**config.mk**
```make
export PLATFORM = sky130hd
export DESIGN_NAME = ps2_mouse_responder
export DESIGN_NICKNAME = d
export VERILOG_FILES = /design/src/rtl/ps2_mouse_responder.sv
export SDC_FILE = /design/constraint.sdc
export NUM_CORES = 1
export LEC_CHECK = 0
export ABC_AREA = 1
export BUFFER_PORTS_ARGS = -buffer_cell sky130_fd_sc_hd__buf_2
export CAP_MARGIN = 20
export CELL_PAD_IN_SITES_DETAIL_PLACEMENT = 0
export CELL_PAD_IN_SITES_GLOBAL_PLACEMENT = 1
export CORE_UTILIZATION = 38
export CTS_BUF_LIST = sky130_fd_sc_hd__clkbuf_16
export DETAILED_ROUTE_END_ITERATION = 10
export PLACE_DENSITY = 0.79
export SLEW_MARGIN = 25
export SYNTH_ARGS = -nofsm -noshare
export SYNTH_HDL_FRONTEND = slang
export SYNTH_SLANG_ARGS = --single-unit
```
**constraint.sdc**
```tcl
create_clock -name clk -period 3.05 [get_ports clk]
set_clock_uncertainty 0.1 [all_clocks]
set_input_delay 0.1525 -clock clk [delete_from_list [all_inputs] [get_ports clk]]
set_output_delay 0.1525 -clock clk [all_outputs]
set_load 0.02 [all_outputs]
```
**src/rtl/ps2_mouse_responder.sv**
```systemverilog
module ps2_mouse_responder #(
  parameter logic [7:0] DEF_RES  = 8'd2,
  parameter logic [7:0] DEF_RATE = 8'd100,
  parameter int         DEPTH    = 4
) (
  input  logic       clk,
  input  logic       rst_n,
  input  logic       cmd_valid,
  output logic       cmd_ready,
  input  logic [7:0] cmd_byte,
  output logic       rsp_valid,
  input  logic       rsp_ready,
  output logic [7:0] rsp_byte
);
  localparam int CW = $clog2(DEPTH + 1);
  localparam logic [7:0] ACK = 8'hFA;
  localparam logic [7:0] BIT_SCALE = 8'h10;
  localparam logic [7:0] BIT_REPORT = 8'h20;

  typedef enum logic [1:0] {W_NONE, W_RES, W_RATE} wait_t;

  logic [7:0]    rq [DEPTH];
  logic [CW-1:0] cnt;
  logic [7:0]    status, res, rate;
  wait_t         argw;

  wire take = cmd_valid && cmd_ready;
  wire give = rsp_valid && rsp_ready;

  assign cmd_ready = (cnt == '0);
  assign rsp_valid = (cnt != '0);
  assign rsp_byte  = rq[0];

  always_ff @(posedge clk) begin
    if (!rst_n) begin
      for (int i = 0; i < DEPTH; i++) rq[i] <= '0;
      cnt    <= '0;
      status <= '0;
      res    <= DEF_RES;
      rate   <= DEF_RATE;
      argw   <= W_NONE;
    end else begin
      if (give) begin
        for (int i = 0; i < DEPTH - 1; i++) rq[i] <= rq[i+1];
        cnt <= cnt - CW'(1);
      end
      if (take) begin
        rq[0] <= ACK;
        cnt   <= CW'(1);
        argw  <= W_NONE;
        if (argw == W_RES) res <= cmd_byte;
        else if (argw == W_RATE) rate <= cmd_byte;
        else begin
          case (cmd_byte)
            8'hE6: status <= status & ~BIT_SCALE;
            8'hE8: argw <= W_RES;
            8'hE9: begin
              rq[1] <= status;
              rq[2] <= res;
              rq[3] <= rate;
              cnt   <= CW'(4);
            end
            8'hF2: begin
              rq[1] <= 8'h00;
              cnt   <= CW'(2);
            end
            8'hF3: argw <= W_RATE;
            8'hF4: status <= status | BIT_REPORT;
            8'hF5: status <= status & ~BIT_REPORT;
            8'hF6, 8'hFF: begin
              status <= '0;
              res    <= DEF_RES;
              rate   <= DEF_RATE;
            end
            default: ;
          endcase
        end
      end
    end
  end

  a_r2_ack_first: assert property (@(posedge clk) disable iff (!rst_n)
    take |=> (rsp_valid && rsp_byte == ACK));

  a_r10_hold: assert property (@(posedge clk) disable iff (!rst_n)
    (rsp_valid && !rsp_ready) |=> (rsp_valid && $stable(rsp_byte)));

  a_r5_report_len: assert property (@(posedge clk) disable iff (!rst_n)
    (take && argw == W_NONE && cmd_byte == 8'hE9) |=> (cnt == CW'(4)));

  a_r4_report_on: assert property (@(posedge clk) disable iff (!rst_n)
    (take && argw == W_NONE && cmd_byte == 8'hF4) |=> status[5]);

  a_r7_defaults: assert property (@(posedge clk) disable iff (!rst_n)
    (take && argw == W_NONE && (cmd_byte == 8'hFF || cmd_byte == 8'hF6))
      |=> (status == 8'h00 && res == DEF_RES && rate == DEF_RATE));

  a_r8_res_arg: assert property (@(posedge clk) disable iff (!rst_n)
    (take && argw == W_RES) |=> (res == $past(cmd_byte) && argw == W_NONE));
endmodule

```
==> impl_metrics.csv <==
group,metric,value,unit
setup_path,rr_worst_depth,6,
sta,fin_tns_setup,0,ns
setup_path,path_class,"register to register",
clock_tree,cts_tree,"built",
clock_tree,cts_root_buffer,"clkbuf_16",
setup_path,r2r_slack,0.91,ns
setup_path,startpoint,"cnt[0]",
finish,final_common_cell,"nand2_1",
detailed_routing,firstDrtPassIters,4,
yosys,yosysWarnings,0,
detailed_routing,vias,1842,
sta,max_freq,468.1,MHz
clock_tree,cts_buffers,5,
detailed_routing,routed-wl-met3,120,µm
yosys,ys_seq_elements,54,
detailed_routing,met1_length,2.242,mm
detailed_routing,wl_per_cell,12.01,µm
sta,report.final.slew_viol_count,0,
finish,fin_cells,385,
sta,fin_crit_sh,70.04,%
place,placed_cells,377,
place,dp_slack,0.8602,ns
setup_path,path_max_fanout,26,
floorplanning,fp-row-count,28,
clock_tree,post_cts_buffers,0,
floorplanning,fp.dieW,81.64,µm
sta,worstMarginPinSlew,0.6452,ns
finish,nNetsFinal,323,
detailed_routing,vias_per_cell,4.784,
yosys,netlist_area,0.002410,mm²
detailed_routing,wl_met2,2.253,mm
clock_tree,cts.sinks,54,
setup_path,crit_required,2.91,ns
job,maxCapViolCount,0,
status,status,"finished, final reports clean",
sta,slew-limit-headroom,56.94,%
sta,layout_min_cycle_time,2.136,ns
worst_hold_path,hold_class,"input port to register",
place,port_buffers,21,
floorplanning,ios,22,
setup_path,reg2reg_to,"rq[3][2]",
yosys,synth_nets,301,
yosys,synth_area_leaders,"edfxtp_1, dfxtp_1, nand2_1, nand3_1, inv_1",
detailed_routing,drc_errors,0,
sta,setup_viol,0,
setup_path,rr_startpoint,"cnt[0]",
setup_path,start_kind,"register",
sta,final-hold-violation-count,0,
detailed_routing,ant_nets,0,
floorplanning,coreArea,0.006026,mm²
yosys,yosysTopAreaCell,"edfxtp_1",
detailed_routing,routed.top_layer,"met4",
floorplanning,die_area,0.006664,mm²
finish,post-route-util,45.16,%
yosys,avgSynthCellArea,8.397,µm²
clock_tree,cts.repair.resized,0,
setup_path,arrival,2.00,ns
setup_path,endpoint_kind,"register",
setup_path,crit_slowest_cell,"nand2_1",
finish,diodes,0,
finish,syn_to_final_growth,12.93,%
setup_path,crit_chain,"inv_1, ha_1, nand3_2, nor2_4, nand3_4, nand2_1",
global_routing,grt_pass1_wl,8.024,mm
global_routing,grt_overflow,0,
power,p_leak,1.198,nW
yosys,seq_area_frac_synth,54.83,%
power,cellPowerDensity,721.4,mW/mm²
clock_tree,cts_max_path_buffers,2,
yosys,synth_top_area_share,29.91,%
clock_tree,insertion_delay,0.29,ns
setup_path,endpoint,"rq[3][2]",
finish,final_cell_mix,"nand2_1, inv_1, nand3_1",
power,ir_worst_vdd,465.1,µV
sta,layout_setup_ws,0.9138,ns
detailed_routing,drt-total-wl,4.624,mm
floorplanning,start_util,39.99,%
clock_tree,htreeDepth,2,
global_routing,grt_pass1_vias,1763,
global_routing,grt_start_max_net_pins,27,
setup_path,max_stage_delay,0.36,ns
clock_tree,clk_pin_slew,0.07,ns
place,place.gp.congestion,0.8043,
yosys,syn_inst,287,
worst_hold_path,holdCritStartpoint,"cmd_byte[5]",
yosys,ys_types,29,
place,dp_hpwl,3.398,mm
clock_tree,cts_hold_buffers,0,
global_routing,antenna_found_initial,0,
floorplanning,die_h,81.64,µm
detailed_routing,drt-initial-drc-count,50,
global_routing,track_usage,16.00,%
finish,drive_gt1_share,15.48,%
sta,rsz0062_at_grt,"false",
## layout make-up
class                           instances  area, µm²
Fill cell                             600       3304
Timing Repair Buffer                   21      105.1
Clock inverter                          3      21.27
Sequential cell                        54       1321
Multi-Input combinational cell        184      893.4
Clock buffer                            5      125.1
Inverter                               43      161.4
Tap cell                               75      93.84
## registers in the layout, indices dropped and copies added, names as in the netlist
signal,flops
rate,8
res,8
status,1
argw,2
rq,32
cnt,3
## kinds of logic (layout without fill, tap and decap cells)
kind of cell / after synthesis / in the layout / synth area share (%)
simple gates: 149 / 149 / 27.93
flops: 54 / 54 / 54.83
buf+inv: 49 / 72 / 8.099
compound gates: 33 / 33 / 8.100
fa+ha+maj: 2 / 2 / 1.038
## through the flow
stage / instance area (µm²) / power, mW / hold slack, ns
after floorplan: 2410 / 1.298 / 0.2002
after global placement: 2575 / 1.429 / 0.3330
after detailed placement: 2575 / 1.433 / 0.3379
after CTS: 2721 / 1.982 / 0.04503
after global routing: 2721 / 2.095 / 0.04829
final: 2721 / 1.963 / 0.04607
## critical path, delay by kind of cell, from the launching register on
kind / cells / cell delay, ns
DFF: 1 / 0.31
and+or+nand+nor: 4 / 1.10
buffers and inverters: 1 / 0.09
adders and majority gates: 1 / 0.19
## cells in the mapped netlist (all sizes together)
master / number
a21oi: 18
buf: 4
clkbuf: 2
clkinv: 1
dfxtp: 30
edfxtp: 24
ha: 2
inv: 42
nand2: 83
nand3: 34
nand4: 5
nor2: 23
nor3: 1
nor4: 1
o211ai: 2
o21ai: 10
o21bai: 1
o22ai: 1
o31ai: 1
or2: 2
## where the power goes
group	leakage [nW]	internal [mW]	switching [mW]
registers	0.497	0.891	0.0434
logic	0.631	0.142	0.334
clock network	0.0698	0.304	0.249
## per-layer routing
metal  GRT usage, %  up-vias
met4          2.807        0
li1               -      972
met2          28.08       22
met1          20.19      846
met3          3.667        2
met5              0        -
## worst min-delay path by stage
stage,depth (start not counted),end
3_5_place_dp,2,rq[0][7]
2_1_floorplan,2,rate[0]
3_3_place_gp,2,rq[0][7]
4_1_cts,3,res[5]
5_1_grt,3,res[5]
6_report,3,res[5]
Note: power is estimated with default switching activity, not from simulation.
